--- src/rtl/can_rx_rule_filter.sv ---
module can_rx_rule_filter #(
  parameter int NRULES = 8,
  parameter int NFIFO  = 2,
  parameter int DEPTH  = 4,
  parameter int DATA_W = 64,
  parameter int CNT_W  = 8,
  localparam int RIW = (NRULES > 1) ? $clog2(NRULES) : 1,
  localparam int FIW = (NFIFO > 1) ? $clog2(NFIFO) : 1,
  localparam int CW  = $clog2(DEPTH + 1)
) (
  input  logic                  clk,
  input  logic                  rst_n,
  input  logic                  cfg_we,
  input  logic [RIW-1:0]        cfg_idx,
  input  logic                  cfg_en,
  input  logic [28:0]           cfg_id,
  input  logic [28:0]           cfg_id_mask,
  input  logic                  cfg_ide,
  input  logic                  cfg_ide_mask,
  input  logic                  cfg_rtr,
  input  logic                  cfg_rtr_mask,
  input  logic [3:0]            cfg_min_dlc,
  input  logic [FIW-1:0]        cfg_fifo,
  input  logic                  frm_valid,
  input  logic [28:0]           frm_id,
  input  logic                  frm_ide,
  input  logic                  frm_rtr,
  input  logic [3:0]            frm_dlc,
  input  logic [DATA_W-1:0]     frm_data,
  output logic                  busy,
  output logic                  overrun,
  input  logic                  pop,
  input  logic [FIW-1:0]        pop_sel,
  output logic [28:0]           rd_id,
  output logic                  rd_ide,
  output logic                  rd_rtr,
  output logic [3:0]            rd_dlc,
  output logic [DATA_W-1:0]     rd_data,
  output logic [NFIFO-1:0]      fifo_empty,
  output logic [NFIFO-1:0]      fifo_full,
  output logic [NFIFO*CW-1:0]   fifo_count,
  output logic [CNT_W-1:0]      cnt_nomatch,
  output logic [CNT_W-1:0]      cnt_dlc_drop,
  output logic [CNT_W-1:0]      cnt_full_drop
);
  localparam int EW = 29 + 1 + 1 + 4 + DATA_W;
  localparam int PW = (DEPTH > 1) ? $clog2(DEPTH) : 1;

  logic           r_en   [NRULES];
  logic [28:0]    r_id   [NRULES];
  logic [28:0]    r_idm  [NRULES];
  logic           r_ide  [NRULES];
  logic           r_idem [NRULES];
  logic           r_rtr  [NRULES];
  logic           r_rtrm [NRULES];
  logic [3:0]     r_mdlc [NRULES];
  logic [FIW-1:0] r_fifo [NRULES];

  always_ff @(posedge clk or negedge rst_n) begin
    if (!rst_n) begin
      for (int i = 0; i < NRULES; i++) begin
        r_en[i]   <= 1'b0;
        r_id[i]   <= '0;
        r_idm[i]  <= '0;
        r_ide[i]  <= 1'b0;
        r_idem[i] <= 1'b0;
        r_rtr[i]  <= 1'b0;
        r_rtrm[i] <= 1'b0;
        r_mdlc[i] <= '0;
        r_fifo[i] <= '0;
      end
    end else if (cfg_we) begin
      r_en[cfg_idx]   <= cfg_en;
      r_id[cfg_idx]   <= cfg_id;
      r_idm[cfg_idx]  <= cfg_id_mask;
      r_ide[cfg_idx]  <= cfg_ide;
      r_idem[cfg_idx] <= cfg_ide_mask;
      r_rtr[cfg_idx]  <= cfg_rtr;
      r_rtrm[cfg_idx] <= cfg_rtr_mask;
      r_mdlc[cfg_idx] <= cfg_min_dlc;
      r_fifo[cfg_idx] <= cfg_fifo;
    end
  end

  logic [28:0]       f_id;
  logic              f_ide, f_rtr;
  logic [3:0]        f_dlc;
  logic [DATA_W-1:0] f_data;
  logic [RIW-1:0]    idx;

  always_ff @(posedge clk or negedge rst_n) begin
    if (!rst_n) begin
      busy   <= 1'b0;
      idx    <= '0;
      f_id   <= '0;
      f_ide  <= 1'b0;
      f_rtr  <= 1'b0;
      f_dlc  <= '0;
      f_data <= '0;
    end else if (!busy) begin
      if (frm_valid) begin
        busy   <= 1'b1;
        idx    <= '0;
        f_id   <= frm_id;
        f_ide  <= frm_ide;
        f_rtr  <= frm_rtr;
        f_dlc  <= frm_dlc;
        f_data <= frm_data;
      end
    end else if (hit || last) begin
      busy <= 1'b0;
    end else begin
      idx <= idx + RIW'(1);
    end
  end

  logic           hit, dlc_ok, last, tgt_ok, tgt_full, push;
  logic [FIW-1:0] tgt;

  assign hit = r_en[idx]
             && (((f_id  ^ r_id[idx])  & r_idm[idx])  == '0)
             && (((f_ide ^ r_ide[idx]) & r_idem[idx]) == 1'b0)
             && (((f_rtr ^ r_rtr[idx]) & r_rtrm[idx]) == 1'b0);
  assign dlc_ok   = f_dlc >= r_mdlc[idx];
  assign last     = idx == RIW'(NRULES - 1);
  assign tgt      = r_fifo[idx];
  assign tgt_ok   = 32'(tgt) < NFIFO;
  assign tgt_full = tgt_ok ? fifo_full[tgt] : 1'b1;
  assign push     = busy && hit && dlc_ok && !tgt_full;

  always_ff @(posedge clk or negedge rst_n) begin
    if (!rst_n) begin
      overrun       <= 1'b0;
      cnt_nomatch   <= '0;
      cnt_dlc_drop  <= '0;
      cnt_full_drop <= '0;
    end else begin
      overrun <= frm_valid && busy;
      if (busy && !hit && last && cnt_nomatch != '1)
        cnt_nomatch <= cnt_nomatch + CNT_W'(1);
      if (busy && hit && !dlc_ok && cnt_dlc_drop != '1)
        cnt_dlc_drop <= cnt_dlc_drop + CNT_W'(1);
      if (busy && hit && dlc_ok && tgt_full && cnt_full_drop != '1)
        cnt_full_drop <= cnt_full_drop + CNT_W'(1);
    end
  end

  logic [EW-1:0] entry;
  logic [EW-1:0] heads [NFIFO];
  assign entry = {f_id, f_ide, f_rtr, f_dlc, f_data};

  for (genvar g = 0; g < NFIFO; g++) begin : g_fifo
    logic [EW-1:0] mem [DEPTH];
    logic [PW-1:0] wp, rp;
    logic [CW-1:0] cnt;
    logic          psh, pp;

    assign psh = push && tgt == FIW'(g);
    assign pp  = pop && pop_sel == FIW'(g) && cnt != '0;

    always_ff @(posedge clk) if (psh) mem[wp] <= entry;

    always_ff @(posedge clk or negedge rst_n) begin
      if (!rst_n) begin
        wp  <= '0;
        rp  <= '0;
        cnt <= '0;
      end else begin
        if (psh) wp <= (wp == PW'(DEPTH - 1)) ? '0 : wp + PW'(1);
        if (pp)  rp <= (rp == PW'(DEPTH - 1)) ? '0 : rp + PW'(1);
        cnt <= cnt + CW'(psh) - CW'(pp);
      end
    end

    assign heads[g]                = mem[rp];
    assign fifo_empty[g]           = cnt == '0;
    assign fifo_full[g]            = cnt == CW'(DEPTH);
    assign fifo_count[g*CW +: CW]  = cnt;

    a_r10_count_bound: assert property (@(posedge clk) disable iff (!rst_n)
      cnt <= CW'(DEPTH));
    a_r10_pop_empty: assert property (@(posedge clk) disable iff (!rst_n)
      (!busy && pop && pop_sel == FIW'(g) && fifo_empty[g]) |=> fifo_empty[g]);
    a_r6_full_hold: assert property (@(posedge clk) disable iff (!rst_n)
      (fifo_full[g] && !(pop && pop_sel == FIW'(g))) |=> fifo_full[g]);
  end

  assign {rd_id, rd_ide, rd_rtr, rd_dlc, rd_data} = heads[pop_sel];

  a_r7_accept_busy: assert property (@(posedge clk) disable iff (!rst_n)
    (frm_valid && !busy) |=> busy);
  a_r8_overrun_flag: assert property (@(posedge clk) disable iff (!rst_n)
    (frm_valid && busy) |=> overrun);
  a_r4_dlc_ends_scan: assert property (@(posedge clk) disable iff (!rst_n)
    (busy && hit && !dlc_ok) |=> !busy);
  a_r11_nomatch_sat: assert property (@(posedge clk) disable iff (!rst_n)
    (cnt_nomatch == '1) |=> (cnt_nomatch == '1));
  a_r11_full_sat: assert property (@(posedge clk) disable iff (!rst_n)
    (cnt_full_drop == '1) |=> (cnt_full_drop == '1));
endmodule

--- config.mk ---
export PLATFORM = sky130hd
export DESIGN_NAME = can_rx_rule_filter
export DESIGN_NICKNAME = d
export VERILOG_FILES = /design/src/rtl/can_rx_rule_filter.sv
export SDC_FILE = /design/constraint.sdc
export NUM_CORES = 1
export LEC_CHECK = 0
export ABC_AREA = 0
export BUFFER_PORTS_ARGS = -buffer_cell sky130_fd_sc_hd__buf_4
export CAP_MARGIN = 10
export CORE_MARGIN = 4
export CORE_UTILIZATION = 60
export CTS_BUF_LIST = sky130_fd_sc_hd__clkbuf_16
export DETAILED_ROUTE_END_ITERATION = 8
export GPL_TIMING_DRIVEN = 0
export PLACE_DENSITY_LB_ADDON = 0.12
export REMOVE_ABC_BUFFERS = 1
export SLEW_MARGIN = 20
export SYNTH_ARGS = -nofsm -noshare
export SYNTH_HDL_FRONTEND = slang
export SYNTH_SLANG_ARGS = --single-unit
--- constraint.sdc ---
create_clock -name clk -period 11.4 [get_ports clk]
set_clock_uncertainty 0.05 [all_clocks]
set_input_delay 1.71 -clock clk [delete_from_list [all_inputs] [get_ports clk]]
set_output_delay 1.71 -clock clk [all_outputs]
set_load 0.02 [all_outputs]
# After elaboration in Yosys (flattened, before gate mapping)
# Memory sizes are Yosys's and may differ from the RTL's.
# Index checks and enable logic that the tools add are counted.
dict set report classes {
  n_mul 0
  mux 61
  magnitude_cmp 6
  reduce_logical 33
  div_mod_pow 0
  addsub 12
  bitwise_logic 14
  eq_ne 11
  n_shift 0
}
# cell count
set op_table {}
lappend op_table {{$bwmux 232} 2}
lappend op_table {{$mux 99} 3}
lappend op_table {{$bmux 29 s3} 2}
lappend op_table {{$mux 29} 5}
lappend op_table {{$demux 29 s3} 1}
lappend op_table {{$bwmux 8} 6}
lappend op_table {{$bwmux 32} 1}
lappend op_table {{$and 29x29->29} 1}
lappend op_table {{$logic_not 29->1} 1}
lappend op_table {{$xor 29x29->29} 1}
lappend op_table {{$add 8x1->8 const B} 3}
lappend op_table {{$ne 8x8->1 const B} 3}
lappend op_table {{$mux 1} 22}
lappend op_table {{$logic_and 1x1->1} 21}
lappend op_table {{$bmux 1 s3} 6}
lappend op_table {{$bmux 4 s3} 1}
lappend op_table {{$demux 4 s3} 1}
lappend op_table {{$mux 4} 3}
lappend op_table {{$eq 3x3->1 const B} 3}
lappend op_table {{$mux 3} 3}
lappend op_table {{$add 2x1->2 const B} 4}
lappend op_table {{$eq 2x2->1 const B} 4}
lappend op_table {{$ge 4x4->1 const B} 2}
lappend op_table {{$mux 2} 4}
lappend op_table {{20 further kinds} 34}
dict set report totals {
  ff_bits 686
  word_cells 228
  rom_bits 0
  memories 2
  in_bits 176
  mem_bits_rw 792
  latchBits 0
}
# memory words width read_ports rd_ports_with_merged_regs write_ports line
set memory_table {}
lappend memory_table {{g_fifo[0].mem} 4 99 1 0 1 153} ;# logic [EW-1:0] mem [DEPTH];
lappend memory_table {{g_fifo[1].mem} 4 99 1 0 1 153}

# Depth between registers and ports, before layout
dict set report logic_depth {
  depth_word 16
  ltp_mapped 22
  mapped_depth_nobuf 15
}

# Worst setup path before layout
# OpenSTA, ideal clock, no wires.
dict set report synth_path {
  kind {register -> register}
  startpoint {reg idx[0]}
  endpoint {mem g_fifo[1].mem[0][0] in the netlist's numbering, enable pin}
  setup_slack_ns 3.365
  stages_incl_launch_ff 16
  t_arrival_ns 7.427
  setup_time_ns 0.557
  path_cell_list {dfrtp_1 -> buf_4 -> buf_4 -> buf_2 -> buf_1 -> mux4_2 -> nand2_1 -> nand2_1 -> ha_1 -> nand2b_1 -> a21o_1 -> a21o_1 -> a21oi_1 -> or4_1 -> buf_2 -> nor2_1}
}
dict set report synth_between {
  elab_chain_len 16
}
# element line
set synth_rtl {}
lappend synth_rtl {{start: declaration} 89} ;# logic [RIW-1:0] idx;
lappend synth_rtl {{start signal: assignment} 113} ;# idx <= idx + RIW'(1);
lappend synth_rtl {{$not 3->4 (implied by the code) *} -}
lappend synth_rtl {{$bmux 29 s3} 121} ;# && (((f_id ^ r_id[idx]) & r_idm[idx]) == '0)
lappend synth_rtl {{$mux 29 (implied by the code) (2 in a row)} 121}
lappend synth_rtl {{$xor 29x29->29} 121}
lappend synth_rtl {{$and 29x29->29} 121}
lappend synth_rtl {{$logic_not 29->1} 121}
lappend synth_rtl {{$logic_and 1x1->1} 121}
lappend synth_rtl {{$logic_and 1x1->1} 122} ;# && (((f_ide ^ r_ide[idx]) & r_idem[idx]) == 1'b0)
lappend synth_rtl {{$logic_and 1x1->1} 123} ;# && (((f_rtr ^ r_rtr[idx]) & r_rtrm[idx]) == 1'b0);
lappend synth_rtl {{$logic_and 1x1->1 (3 in a row)} 129} ;# assign push = busy && hit && dlc_ok && !tgt_full;
lappend synth_rtl {{$logic_and 1x1->1 *} 158} ;# assign psh = push && tgt == FIW'(g);
lappend synth_rtl {{$mux 1 *} 161} ;# always_ff @(posedge clk) if (psh) mem[wp] <= entry;
lappend synth_rtl {{$mux 1 (implied by the code) *} 161}
lappend synth_rtl {{end: declaration} 153}
# Mark *: on every way between the ends. The rest lies on a longest branch, timed or not. The select of a mux whose other input is x is not followed.

# Worst setup path after layout
dict set report layout_path {
  startpoint {reg idx[0]}
  endpoint {mem g_fifo[1].mem[0][90] in the netlist's numbering, enable pin}
}
# Same word-level chain as after synthesis.

==> flow_summary.yaml <==
pwr:
  pwr-share-comb_pct: 25.6
  switching_share_pct: 30.8
  intPower_uw: 11700
  power_density_nw_per_um2: 239
  p_switching_uw: 5180
  p_leak_uw: 0.0270
  seqPwrFrac_pct: 46.7
  ir_drop_uv: 137
  power_frac_clock_pct: 27.7
cts:
  cts-root-buf: "clkbuf_16"
  cts.clk_slew.worst_paths_ns: 0.06
  h-tree-depth: 4
  cts_num_sinks: 1478
  cts_buffers: 150
  clock_path_buffers: 3
  postCtsSetupBuffers: 0
  cts_tree: "done"
  cts_hold_buf: 0
  clk-insertion-delay-late_ns: 0.73
  cts_resized: 0
drt:
  ant_nets: 0
  drtIter0Drc: 2419
  vias_per_cell: 6.20
  drt_wl_total_um: 144000
  wl_per_cell_um: 27.8
  dr.pass1.iters: 5
  vias: 32100
  drc: 0
logic_synthesis:
  synth_cell_types: 68
  ys_ff_latch: 1478
  avgSynthCellArea_um2: 18.0
  synthCells: 3350
  synth_edf_count: 792
  yosysSeqAreaShare_pct: 67.9
  synthArstFlopShare_pct: 46.4
  synth_ff_type: "edfxtp_1"
  synth_area_um2: 60300
  synth_warnings: 0
finish:
  multiInputGateArea_um2: 18500
  final_cell_mix: "edfxtp_1, mux2_2, dfrtp_1"
  fillers: 6318
  layout_commonest_cell: "edfxtp_1"
  drive_above_1_share_pct: 42.0
  final_core_util_pct: 70.4
  area_growth_pct: 16.7
  regArea_um2: 41000
  layoutNonFillerInstCount: 5174
  fin_nets: 3947
  final_cell_area_um2: 70300
grt:
  grt_first_pass_wirelength_um: 218000
  grt_busiest_layer: "met2"
  grt_pass1_vias: 34700
  use_met3_pct: 5.43
  overflow: 0
  grt_antenna_before_repair: 22
  met2_usage_pct: 47.2
  grt_max_degree: 109
  grt_usage_pct: 27.6
  grt_use_met1_pct: 36.4
run:
  maxCapViolations: 0
sta:
  hold_viol_final: 0
  hold_ws_ns: 0.444
  slew_viol_final: 0
  post-route-min-period_ns: 7.18
  rsz0062_at_grt: "no"
  period_share_pct: 62.9
  setup_viol: 0
  tightestPinTransition_ns: 1.02
  slew_headroom_pct: 31.9
  fmax_mhz: 139
setup_path:
  worst_setup_path_end_kind: "flip-flop"
  worstSetupStartpointType: "flip-flop"
  path_class: "flip-flop to flip-flop"
  worstPathMaxFanout: 37
  critPathArrivalTime_ns: 7.56
  worstPathRequired_ns: 11.78
floorplanning:
  core_um2: 99900
  num_io_pins: 311
  initial_core_util_pct: 60.4
  fp-row-count: 116
  die_w_um: 325
  die_area_um2: 106000
  die_y_um: 325
worst_hold_path:
  hold_path.class: "flip-flop to flip-flop"
placed_design:
  io_buffer_count: 310
  routabilityCongestion: 0.793
  place_hpwl_um: 93500
  detailed_place.area_um2: 65600
  place_inst: 4892
status:
  status: "finished clean"
critical path, cell delays in order, from the launching register on:
cell and delay [ns]:
dfrtp_4 0.65, buf_16 0.29, clkinv_1 0.81, or4_1 0.95, a211oi_1 0.50, a31oi_1 0.19, nor4_2 0.64, nor2_2 0.32
or4_1 0.90, nor2_4 0.65, buf_12 0.27, buf_12 0.20, buf_12 0.21, buf_16 0.17
routing by layer:
metal  vias up  part of all wire (%)
met4        14                   2.7
li1      13700                     -
met5         -                 0.072
met3       219                   5.9
met2       937                    51
met1     17200                    40
cell families (layout without fill, tap and decap cells):
logic type	Yosys count	in the layout	synth area share (%)
buffers and inverters	216	730	1.50
other	0	12	0
AO/OA/AOI/OAI	175	175	2.14
multiplexers	1001	1001	22.6
AND/OR/NAND/NOR	232	232	2.09
flip-flops	1478	1478	67.9
XOR/XNOR	223	223	3.24
adder cells (fa/ha/maj)	25	25	0.544
sequential cells by signal (all words and copies together), names as in the netlist, 3 cells and up:
register / count
r_fifo: 8
f_dlc: 4
r_rtr: 8
f_data: 64
r_idem: 8
g_fifo.mem: 792
r_ide: 8
idx: 3
g_fifo.rp: 4
r_mdlc: 32
cnt_dlc_drop: 8
f_id: 29
r_idm: 232
cnt_nomatch: 8
cnt_full_drop: 8
r_id: 232
g_fifo.wp: 4
r_en: 8
g_fifo.cnt: 6
r_rtrm: 8
cell usage after synthesis (9+ instances only):
cell	count	share of area (%)
nor4_1	9	0.093
xnor2_1	12	0.17
nand4_1	10	0.10
xor2_1	211	3.1
nor3_1	10	0.083
clkbuf_1	103	0.64
mux2_2	754	14
dfrtp_1	686	28
inv_1	29	0.18
mux4_2	211	7.9
nand2_1	44	0.27
and3_1	11	0.11
buf_2	19	0.16
a21oi_1	23	0.19
a22oi_1	38	0.47
nand3_1	53	0.44
a31oi_1	12	0.12
a221oi_1	28	0.41
edfxtp_1	792	39
ha_1	23	0.48
buf_1	52	0.32
o21ai_0	18	0.15
mux2i_1	34	0.56
nor2_1	37	0.23
area by class of cell:
type                       count  area share, %
multi-input combinational   1656           26.3
sequential                  1478           58.2
tap                         1298           2.31
clock buffer                 155           5.51
clock inverter               115           1.15
antenna                       12         0.0427
inverter                      31          0.169
timing repair buffer         429           6.26
path summary, 6_finish.rpt:
kind	cells after the start	endpoint	startpoint	slack [ns]
hold / removal	1	cnt_dlc_drop[4]$_DFFE_PN0P_	cnt_dlc_drop[4]$_DFFE_PN0P_	0.44
setup / recovery	13	g_fifo[1].mem[0][90]$_DFFE_PP_	idx[0]$_DFFE_PN0P_	4.22
hold reg to reg	1	cnt_dlc_drop[4]$_DFFE_PN0P_	cnt_dlc_drop[4]$_DFFE_PN0P_	0.44
min in group asynchronous	1	f_data[12]$_DFFE_PN0P_	rst_n	0.94
max in group asynchronous	5	r_idm[105]$_DFFE_PN0P_	rst_n	7.96
setup reg to reg	13	g_fifo[1].mem[0][90]$_DFFE_PP_	idx[0]$_DFFE_PN0P_	4.22
power by group through the flow:
stage	clock, µW	sequential, µW	combinational, µW
2_1_floorplan	0	7740	2800
3_3_place_gp	0	8260	4140
3_5_place_dp	0	7950	4330
4_1_cts	4750	7850	4360
5_1_grt	4990	7980	4620
6_report	4670	7860	4310
through the flow:
step                power [µW]  TNS (ns)  worst slack [ns]
global placement         12400  -6554.03            -10.04
detailed placement       12300         0              4.16
finish                   16800         0              4.22
CTS                      17000         0              4.16
global route             17600         0              3.96
floorplan                10500         0             0.213
(Power assumes the default switching activity.)
